File: src/rtl/fifo_trig_ctrl.sv
module fifo_trig_ctrl #(
  parameter int DATA_W    = 8,
  parameter int DEPTH_LEG = 32,
  parameter int DEPTH_EXT = 128,
  localparam int CW = $clog2(DEPTH_EXT + 1),
  localparam int PW = $clog2(DEPTH_EXT)
) (
  input  logic              clk,
  input  logic              rst_n,
  input  logic              wr_en,
  input  logic [2:0]        wr_addr,
  input  logic [7:0]        wr_data,
  input  logic              tx_push,
  input  logic [DATA_W-1:0] tx_din,
  input  logic              tx_pop,
  output logic [DATA_W-1:0] tx_dout,
  input  logic              rx_push,
  input  logic [DATA_W-1:0] rx_din,
  input  logic              rx_pop,
  output logic [DATA_W-1:0] rx_dout,
  output logic [CW-1:0]     tx_count,
  output logic [CW-1:0]     rx_count,
  output logic              tx_trig,
  output logic              rx_trig,
  output logic              tx_ovr,
  output logic              rx_ovr,
  output logic              ext_mode
);

  logic [7:0] ctl_q, ctl_d;
  logic       enh_q;
  logic [7:0] lvl_q [4];
  logic [7:0] lvl_d [4];
  logic       ext_d, flush;

  always_comb begin
    ctl_d = (wr_en && wr_addr == 3'd0) ? wr_data : ctl_q;
    for (int i = 0; i < 4; i++)
      lvl_d[i] = (wr_en && wr_addr == 3'(i + 2)) ? wr_data : lvl_q[i];
  end

  assign ext_mode = |{lvl_q[0], lvl_q[1], lvl_q[2], lvl_q[3]};
  assign ext_d    = |{lvl_d[0], lvl_d[1], lvl_d[2], lvl_d[3]};
  assign flush    = (ctl_d[0] ^ ctl_q[0]) | (ext_d ^ ext_mode);

  always_ff @(posedge clk or negedge rst_n) begin
    if (!rst_n) begin
      ctl_q <= '0;
      enh_q <= 1'b0;
      for (int i = 0; i < 4; i++) lvl_q[i] <= '0;
    end else begin
      ctl_q <= ctl_d;
      if (wr_en && wr_addr == 3'd1) enh_q <= wr_data[0];
      for (int i = 0; i < 4; i++) lvl_q[i] <= lvl_d[i];
    end
  end

  function automatic logic [CW-1:0] clamp_lvl(input logic [7:0] v);
    if (v == 8'd0) return CW'(1);
    if (CW'(v) > CW'(DEPTH_EXT)) return CW'(DEPTH_EXT);
    return CW'(v);
  endfunction

  logic [CW-1:0] depth, rx_lvl, tx_lvl;
  logic [1:0]    tx_code;

  assign depth   = ext_mode ? CW'(DEPTH_EXT) : CW'(DEPTH_LEG);
  assign tx_code = enh_q ? ctl_q[5:4] : 2'b00;

  always_comb begin
    if (ext_mode) begin
      rx_lvl = clamp_lvl(lvl_q[1]);
      tx_lvl = clamp_lvl(lvl_q[0]);
    end else begin
      case (ctl_q[7:6])
        2'b00:   rx_lvl = CW'(8);
        2'b01:   rx_lvl = CW'(16);
        2'b10:   rx_lvl = CW'(24);
        default: rx_lvl = CW'(28);
      endcase
      case (tx_code)
        2'b00:   tx_lvl = CW'(16);
        2'b01:   tx_lvl = CW'(8);
        2'b10:   tx_lvl = CW'(24);
        default: tx_lvl = CW'(30);
      endcase
    end
  end

  logic [1:0]        push_v, pop_v;
  logic [DATA_W-1:0] din_v [2];
  assign push_v   = {rx_push, tx_push};
  assign pop_v    = {rx_pop, tx_pop};
  assign din_v[0] = tx_din;
  assign din_v[1] = rx_din;

  for (genvar g = 0; g < 2; g++) begin : ch
    logic [DATA_W-1:0] mem [DEPTH_EXT];
    logic [CW-1:0]     cnt;
    logic [PW-1:0]     wp, rp;
    logic [DATA_W-1:0] q;
    logic              ovr;
    logic              acc_push, acc_pop;

    assign acc_push = push_v[g] && (cnt < depth);
    assign acc_pop  = pop_v[g] && (cnt != '0);

    always_ff @(posedge clk)
      if (acc_push && !flush) mem[wp] <= din_v[g];

    always_ff @(posedge clk or negedge rst_n) begin
      if (!rst_n) begin
        cnt <= '0; wp <= '0; rp <= '0; q <= '0; ovr <= 1'b0;
      end else if (flush) begin
        cnt <= '0; wp <= '0; rp <= '0; ovr <= 1'b0;
      end else begin
        if (acc_push) wp <= (wp == PW'(DEPTH_EXT - 1)) ? '0 : wp + 1'b1;
        if (push_v[g] && !acc_push) ovr <= 1'b1;
        if (acc_pop) begin
          q  <= mem[rp];
          rp <= (rp == PW'(DEPTH_EXT - 1)) ? '0 : rp + 1'b1;
        end
        cnt <= cnt + CW'(acc_push) - CW'(acc_pop);
      end
    end
  end

  assign tx_count = ch[0].cnt;
  assign rx_count = ch[1].cnt;
  assign tx_dout  = ch[0].q;
  assign rx_dout  = ch[1].q;
  assign tx_ovr   = ch[0].ovr;
  assign rx_ovr   = ch[1].ovr;
  assign tx_trig  = (depth - ch[0].cnt) >= tx_lvl;
  assign rx_trig  = ch[1].cnt >= rx_lvl;

endmodule


File: config.mk
export PLATFORM = sky130hd
export DESIGN_NAME = fifo_trig_ctrl
export DESIGN_NICKNAME = d
export VERILOG_FILES = /design/src/rtl/fifo_trig_ctrl.sv
export SDC_FILE = /design/constraint.sdc
export NUM_CORES = 2
export LEC_CHECK = 0
export BUFFER_PORTS_ARGS = -buffer_cell sky130_fd_sc_hd__buf_2
export CORE_AREA = 2 2 442 312
export CTS_CLUSTER_SIZE = 25
export DETAILED_ROUTE_END_ITERATION = 10
export DIE_AREA = 0 0 444 314
export GPL_ROUTABILITY_DRIVEN = 0
export PLACE_DENSITY = 0.79
export SLEW_MARGIN = 30
export SYNTH_ARGS = -nofsm -noshare
export SYNTH_HDL_FRONTEND = slang
export SYNTH_SLANG_ARGS = --single-unit
File: constraint.sdc
create_clock -name clk -period 6.1 [get_ports clk]
set_clock_uncertainty 0.2 [all_clocks]
set_input_delay 0.61 -clock clk [delete_from_list [all_inputs] [get_ports clk]]
set_output_delay 0.61 -clock clk [all_outputs]
set_load 0.005 [all_outputs]
Word-level counts from Yosys, hierarchy flattened
Memories as Yosys holds them, arrays and structs flattened. A register that Yosys moved wholly into a read port is not among the register bits. Index checks and enable logic that the tools add are counted.

Bitwise gates (word level): 4. Mux-type cells: 51. Reduce and logical (&&, ||, !) cells: 36. Add/subtract/negate cells: 9. Eq/ne operators: 13. $lt $le $gt $ge: 6.

Operator list (count): 8-bit two-way mux (17); 7-bit two-way mux (12); 32-bit OR reduction (2); 5-bit case mux with 3 select lines (2); 7-bit by 1-bit adder with 7-bit output, second input constant (4); 7-bit equality test, second input constant (4); 1-bit two-way mux (19); 8-bit by 1-bit adder with 8-bit output (2); 8-bit >= comparator (2); 8-bit greater-than comparator, second input constant (2); 8-bit zero test (2); 8-bit < comparator (2); 8-bit nonzero test (2); 8-bit by 1-bit subtractor with 8-bit output (2); 1-bit logical AND (14); 2-bit nonzero test (6); 8-bit subtractor (1); 3-bit by 2-bit equality test with 1-bit output, second input constant (2); 3-bit equality test, second input constant (2); 1-bit zero test (5); 2-bit by 1-bit equality test with 1-bit output, second input constant (2); 2-bit equality test, second input constant (2); 2-bit zero test (2); 2-bit AND reduction (2); 6 further kinds (7).

Input port bits: 34. Memories kept: 2. Register bits after elaboration: 87. Logic and storage cells: 136. Output and inout bits: 37. Bits in writable memories: 2048.

Memories: ch[0].mem (depth 128, width 8, read ports 1, clocked after memory_dff 1, write ports 1, RTL line 98) `logic [DATA_W-1:0] mem [DEPTH_EXT];`; ch[1].mem (depth 128, width 8, read ports 1, clocked after memory_dff 1, write ports 1, RTL line 98).

Logic depth before layout (Yosys ltp)
Depth in word-level cells: 10. Depth in mapped cells: 21. Mapped depth without buffers: 20.

Least setup slack after synthesis
Ideal clock, no wire load.

Path type: reg2reg. Start: reg lvl_q[17] (netlist bit). End: reg ch[0].cnt[6], in the netlist tx_count[6]. Data required time: 5.779 ns. Path buffers: 1. Period minus slack after synthesis: 4.788 ns. Arrival: 4.467 ns. Setup slack: 1.312 ns. Stages on the path, launching flop included: 22. Cell sequence: dfrtp_1 > or4_1 > or3_1 > nor3_4 > inv_2 > ha_1 > and3b_1 > o32ai_1 > nor2_1 > inv_1 > clkbuf_1 > ha_1 > inv_1 > ha_1 > fa_1 > nand2b_1 > a21oi_1 > o21bai_1 > a21oi_1 > nor2_1 > xor2_1 > nor2_1.

Word-level cells in the longest chain between the ends: 7.

Ends and longest elaborated chain: start: declaration (RTL line 32) `logic [7:0] lvl_q [4];`; 32-bit OR reduction (*) (RTL line 42) `assign ext_mode = |{lvl_q[0], lvl_q[1], lvl_q[2], lvl_q[3]};`; net ext_mode (RTL line 27) `output logic ext_mode`; 8-bit two-way mux (RTL line 67) `assign depth = ext_mode ? CW'(DEPTH_EXT) : CW'(DEPTH_LEG);`; 8-bit < comparator (RTL line 105) `assign acc_push = push_v[g] && (cnt < depth);`; 1-bit logical AND (RTL line 105); 8-bit by 1-bit adder with 8-bit output (RTL line 123) `cnt <= cnt + CW'(acc_push) - CW'(acc_pop);`; 8-bit by 1-bit subtractor with 8-bit output (RTL line 123); 8-bit two-way mux (*) (RTL line 114) `end else if (flush) begin`; end signal: assignment (RTL line 123); end: declaration (RTL line 99) `logic [CW-1:0] cnt;`.

The timed path passes the listed nets; every way through them passes the cells marked *. A chain may end at the register's enable or synchronous reset.

Worst setup path in the final report
Start: reg lvl_q[18] (netlist bit). End: out tx_trig.

Word-level cells in the longest chain between the ends: 4.

Ends and longest elaborated chain: 32-bit OR reduction (*) (RTL line 42); 8-bit two-way mux (RTL line 67); 8-bit subtractor (RTL line 134) `assign tx_trig = (depth - ch[0].cnt) >= tx_lvl;`; 8-bit >= comparator (*) (RTL line 134); end: declaration (RTL line 23) `output logic tx_trig,`.

Mark *: on every way between the ends. The rest lies on a longest branch, timed or not.

==> metrics.md <==
| Metric | Value |
|---|---|
| Htree depth | 4 |
| Fin crit share | 0.873 |
| Library cells used by synthesis | 64 |
| DRT iter0 DRCs | about 7600 |
| Worst skew pair latency | approximately 0.84 ns |
| Post-Syn Instances | between 4000 and 5000 |
| PD cells | a little over 400 nW/µm² |
| Detail Placement HPWL | about 120 mm |
| R2R cell count | 20 |
| Hold-fix buffers, CTS | 15 |
| Clock Sinks | between 2000 and 2500 |
| Worst Setup EP | tx_trig |
| Slew @ Worst Pin | 1.00 ns |
| Synth Cell Area | 84600 µm² |
| Largest net degree at the start of global routing | roughly 110 |
| Dpl ws | 0.670 ns |
| Hold Path Cell Cnt | 1 |
| Crit path kind | flip-flop to output pin |
| Cell family with most CP delay | simple AND/OR/NAND/NOR gates |
| Register area share after synthesis | 0.756 |
| R2r setup slk | around 0.96 ns |
| Crit path capture type | output pin |
| Total CTS buffers | roughly 190 |
| Rows | 113 |
| Die Ht | 314 µm |
| Worst vdd ir | ~0.00028 V |
| Post-synth top flop | edfxtp_1 |
| Setup_tns | 0 ns |
| Fill cells | approximately 7600 |
| Ys async rst share | 0.0466 |
| Area grow syn2layout | 12.8% |
| Number of synthesized flops with an enable pin | ~2000 |
| Initial antenna violation count | 3 |
| Synthesis Warnings | 0 |
| Multi-input gate area | a little under 20000 µm² |
| Via Count | around 45000 |
| Status | complete, no violations |
| Setup ws final | approximately 0.77 ns |
| FF+latch count, synth | about 2100 |
| Worst path buffer plus inverter count | 2 |
| Fin crit period | roughly 5.3 ns |
| CP Cell Sequence | or4_1, or3_1, nor3_4, inv_2, nor2_1, a21oi_1, ha_1, a21o_1, a21o_1, a21o_1, a21o_1, a21oi_1, o21ai_0, buf_2 |
| Slowest CP cell | or4_1 |
| Wire per inst | about 33 µm |
| # setup viols final | 0 |
| Area of the die | between 100000 and 150000 µm² |
| Peak Freq | 188 MHz |
| Core region area | around 140000 µm² |
| Layout cells sized above 1 | 0.303 |
| Largest area contributor in the netlist | edfxtp_1 |
| Crit. path cell count | 14 |
| Port Buffers | 70 |
| Total track usage | 0.305 |
| Critical R2R Launch | lvl_q[18]$_DFF_PN0_ |
| Root Buffer | clkbuf_16 |
| Leakage | roughly 30 nW |
| Headroom to the max-slew limit | 0.331 |
| Crit path launch | lvl_q[18]$_DFF_PN0_ |
| Final hold vios | 0 |
| Unrepaired setup endpoints after global routing | false |
| Placed Instances | 5936 |
| Seq. cell area | between 60000 and 70000 µm² |
| Reg-to-Reg End | rx_count[6]$_DFF_PN0_ |
| Vias in the first global route | between 40000 and 50000 |
| Top cell type's share of synthesized area | 0.727 |
| Max-cap violation count | 0 |
| Pre-antenna DRT Iters | 7 |
| Routed Antenna Nets | 0 |
| HP Class | primary input to flip-flop |
| Nets | 4450 |
| Synthesized area per cell | about 21 µm² |
| Final non-filler cell total | 6306 |
| CP peak stage delay | 0.54 ns |
| First-pass GRT wire length | approximately 310 mm |
| Syn_nets | between 4000 and 5000 |
| Worst EP arrival | around 4.5 ns |
| Total grt overflow | 0 |
| Worst-path maximum fanout | 9 |
| Vias per inst | ~7 |
| Starting Density | 0.627 |
| Synth area leaders | edfxtp_1 (73%), mux4_2 (15%), dfrtp_1 (3.0%) |
| Final Max Slew Viols | 0 |
| Die X | 444 µm |
| Worst EP required | about 5.3 ns |
| CP Launch Type | flip-flop |
| CP dominant cell by count | a21o_1 |
| DRC Markers | 0 |
| CTS tree | yes |
| Worst-path clk slew | approximately 0.07 ns |
| Post-CTS sizing | 0 |
| Io pins | 71 |
| Maximum buffer depth of the clock tree | 3 |
| Final WL | 210 mm |
| Setup Buffers After CTS | 0 |
[sequential cells by signal (all words and copies together), names as in the netlist]
| register | count |
|---|---|
| ch.mem | 2048 |
| lvl_q | 32 |
| ch.rp | 14 |
| ch.wp | 14 |
| rx_count | 8 |
| rx_dout | 8 |
| tx_count | 8 |
| tx_dout | 8 |
| ctl_q | 5 |
| enh_q | 1 |
| rx_ovr | 1 |
| tx_ovr | 1 |
[cell families (layout without fill, tap and decap cells)]
kind of cell,count (synthesis),in the layout,share of synthesized area
AO/OA/AOI/OAI,298,298,0.0263
adder cells (fa/ha/maj),50,50,0.00757
flip-flops,2148,2148,0.756
multiplexers,623,623,0.158
AND/OR/NAND/NOR,575,575,0.0343
XOR/XNOR,31,31,0.00321
other,0,3,0
buffers and inverters,291,796,0.0138
[worst min path at each step]
stage | slack (ns) | endpoint | start
after floorplan | 0.11 | ch[0].rp[0]$_DFFE_PN0P_ | rst_n
after global placement | 0.28 | rx_ovr$_DFFE_PN0P_ | rx_ovr$_DFFE_PN0P_
after detailed placement | 0.29 | rx_ovr$_DFFE_PN0P_ | rx_ovr$_DFFE_PN0P_
after CTS | 0.001 | ch[0].mem[53][6]$_DFFE_PP_ | tx_din[6]
after global routing | 0.007 | ch[0].mem[32][6]$_DFFE_PP_ | tx_din[6]
final | 0.03 | ch[0].mem[53][6]$_DFFE_PP_ | tx_din[6]
[stage by stage]
stage	hold slack, ns	power (W)	area (µm²)	utilization
3_5_place_dp	0.287	0.0266	89000	0.659
3_3_place_gp	0.276	0.0264	89000	0.659
5_1_grt	0.00745	0.0396	95500	0.707
6_report	0.0262	0.0386	95500	0.707
4_1_cts	0.00106	0.0383	95200	0.705
2_1_floorplan	0.114	0.0229	84600	-
[report_power, final]
part           total, W  switching, W  leakage [nW]  internal (W)
registers        0.0171      0.000593          19.6        0.0165
clock network    0.0118       0.00533          2.95       0.00650
logic           0.00967       0.00582          7.91       0.00385
[cell usage after synthesis (17+ instances only)]
cell type and n:
a21oi_1 36, dfrtp_1 100, clkbuf_1 140, nand3_1 31, mux2_2 53, o21ai_0 17
nor2_1 79, buf_1 59, ha_1 48, o22ai_1 20, nor4_1 38, mux4_2 568
nor3_1 233, nor2b_1 19, buf_2 42, nand2_1 108, edfxtp_1 2048, a221oi_1 51
a22oi_1 107, a22o_1 32, inv_1 41
[per-layer routing]
metal,vias to the layer above,track usage,wire length (µm)
li1,17600,-,-
met1,23000,0.476,80500
met2,3621,0.427,92200
met3,403,0.0990,32700
met4,4,0.0721,5030
met5,-,0,26
[layout by cell type, fill, tap and decap left out, drive strengths merged, types with 38 or more instances in the layout]
cell    count
nand2     108
inv        49
mux2       54
ha         48
edfxtp   2048
buf       390
clkbuf    223
nor4       38
dfrtp     100
clkinv     91
a22oi     107
a221oi     51
nor2       79
mux4      568
nor3      241
[area by class of cell]
class / instances / share of cell area
multi-input cells: 1577 / 0.207
diodes: 3 / 0.0000786
inverters: 45 / 0.00177
repair buffers: 405 / 0.0338
clock inverters: 123 / 0.0115
clock buffers: 223 / 0.0516
flip-flops and latches: 2148 / 0.670
well taps: 1782 / 0.0233
No activity file was read; power rests on OpenSTA's default activity.
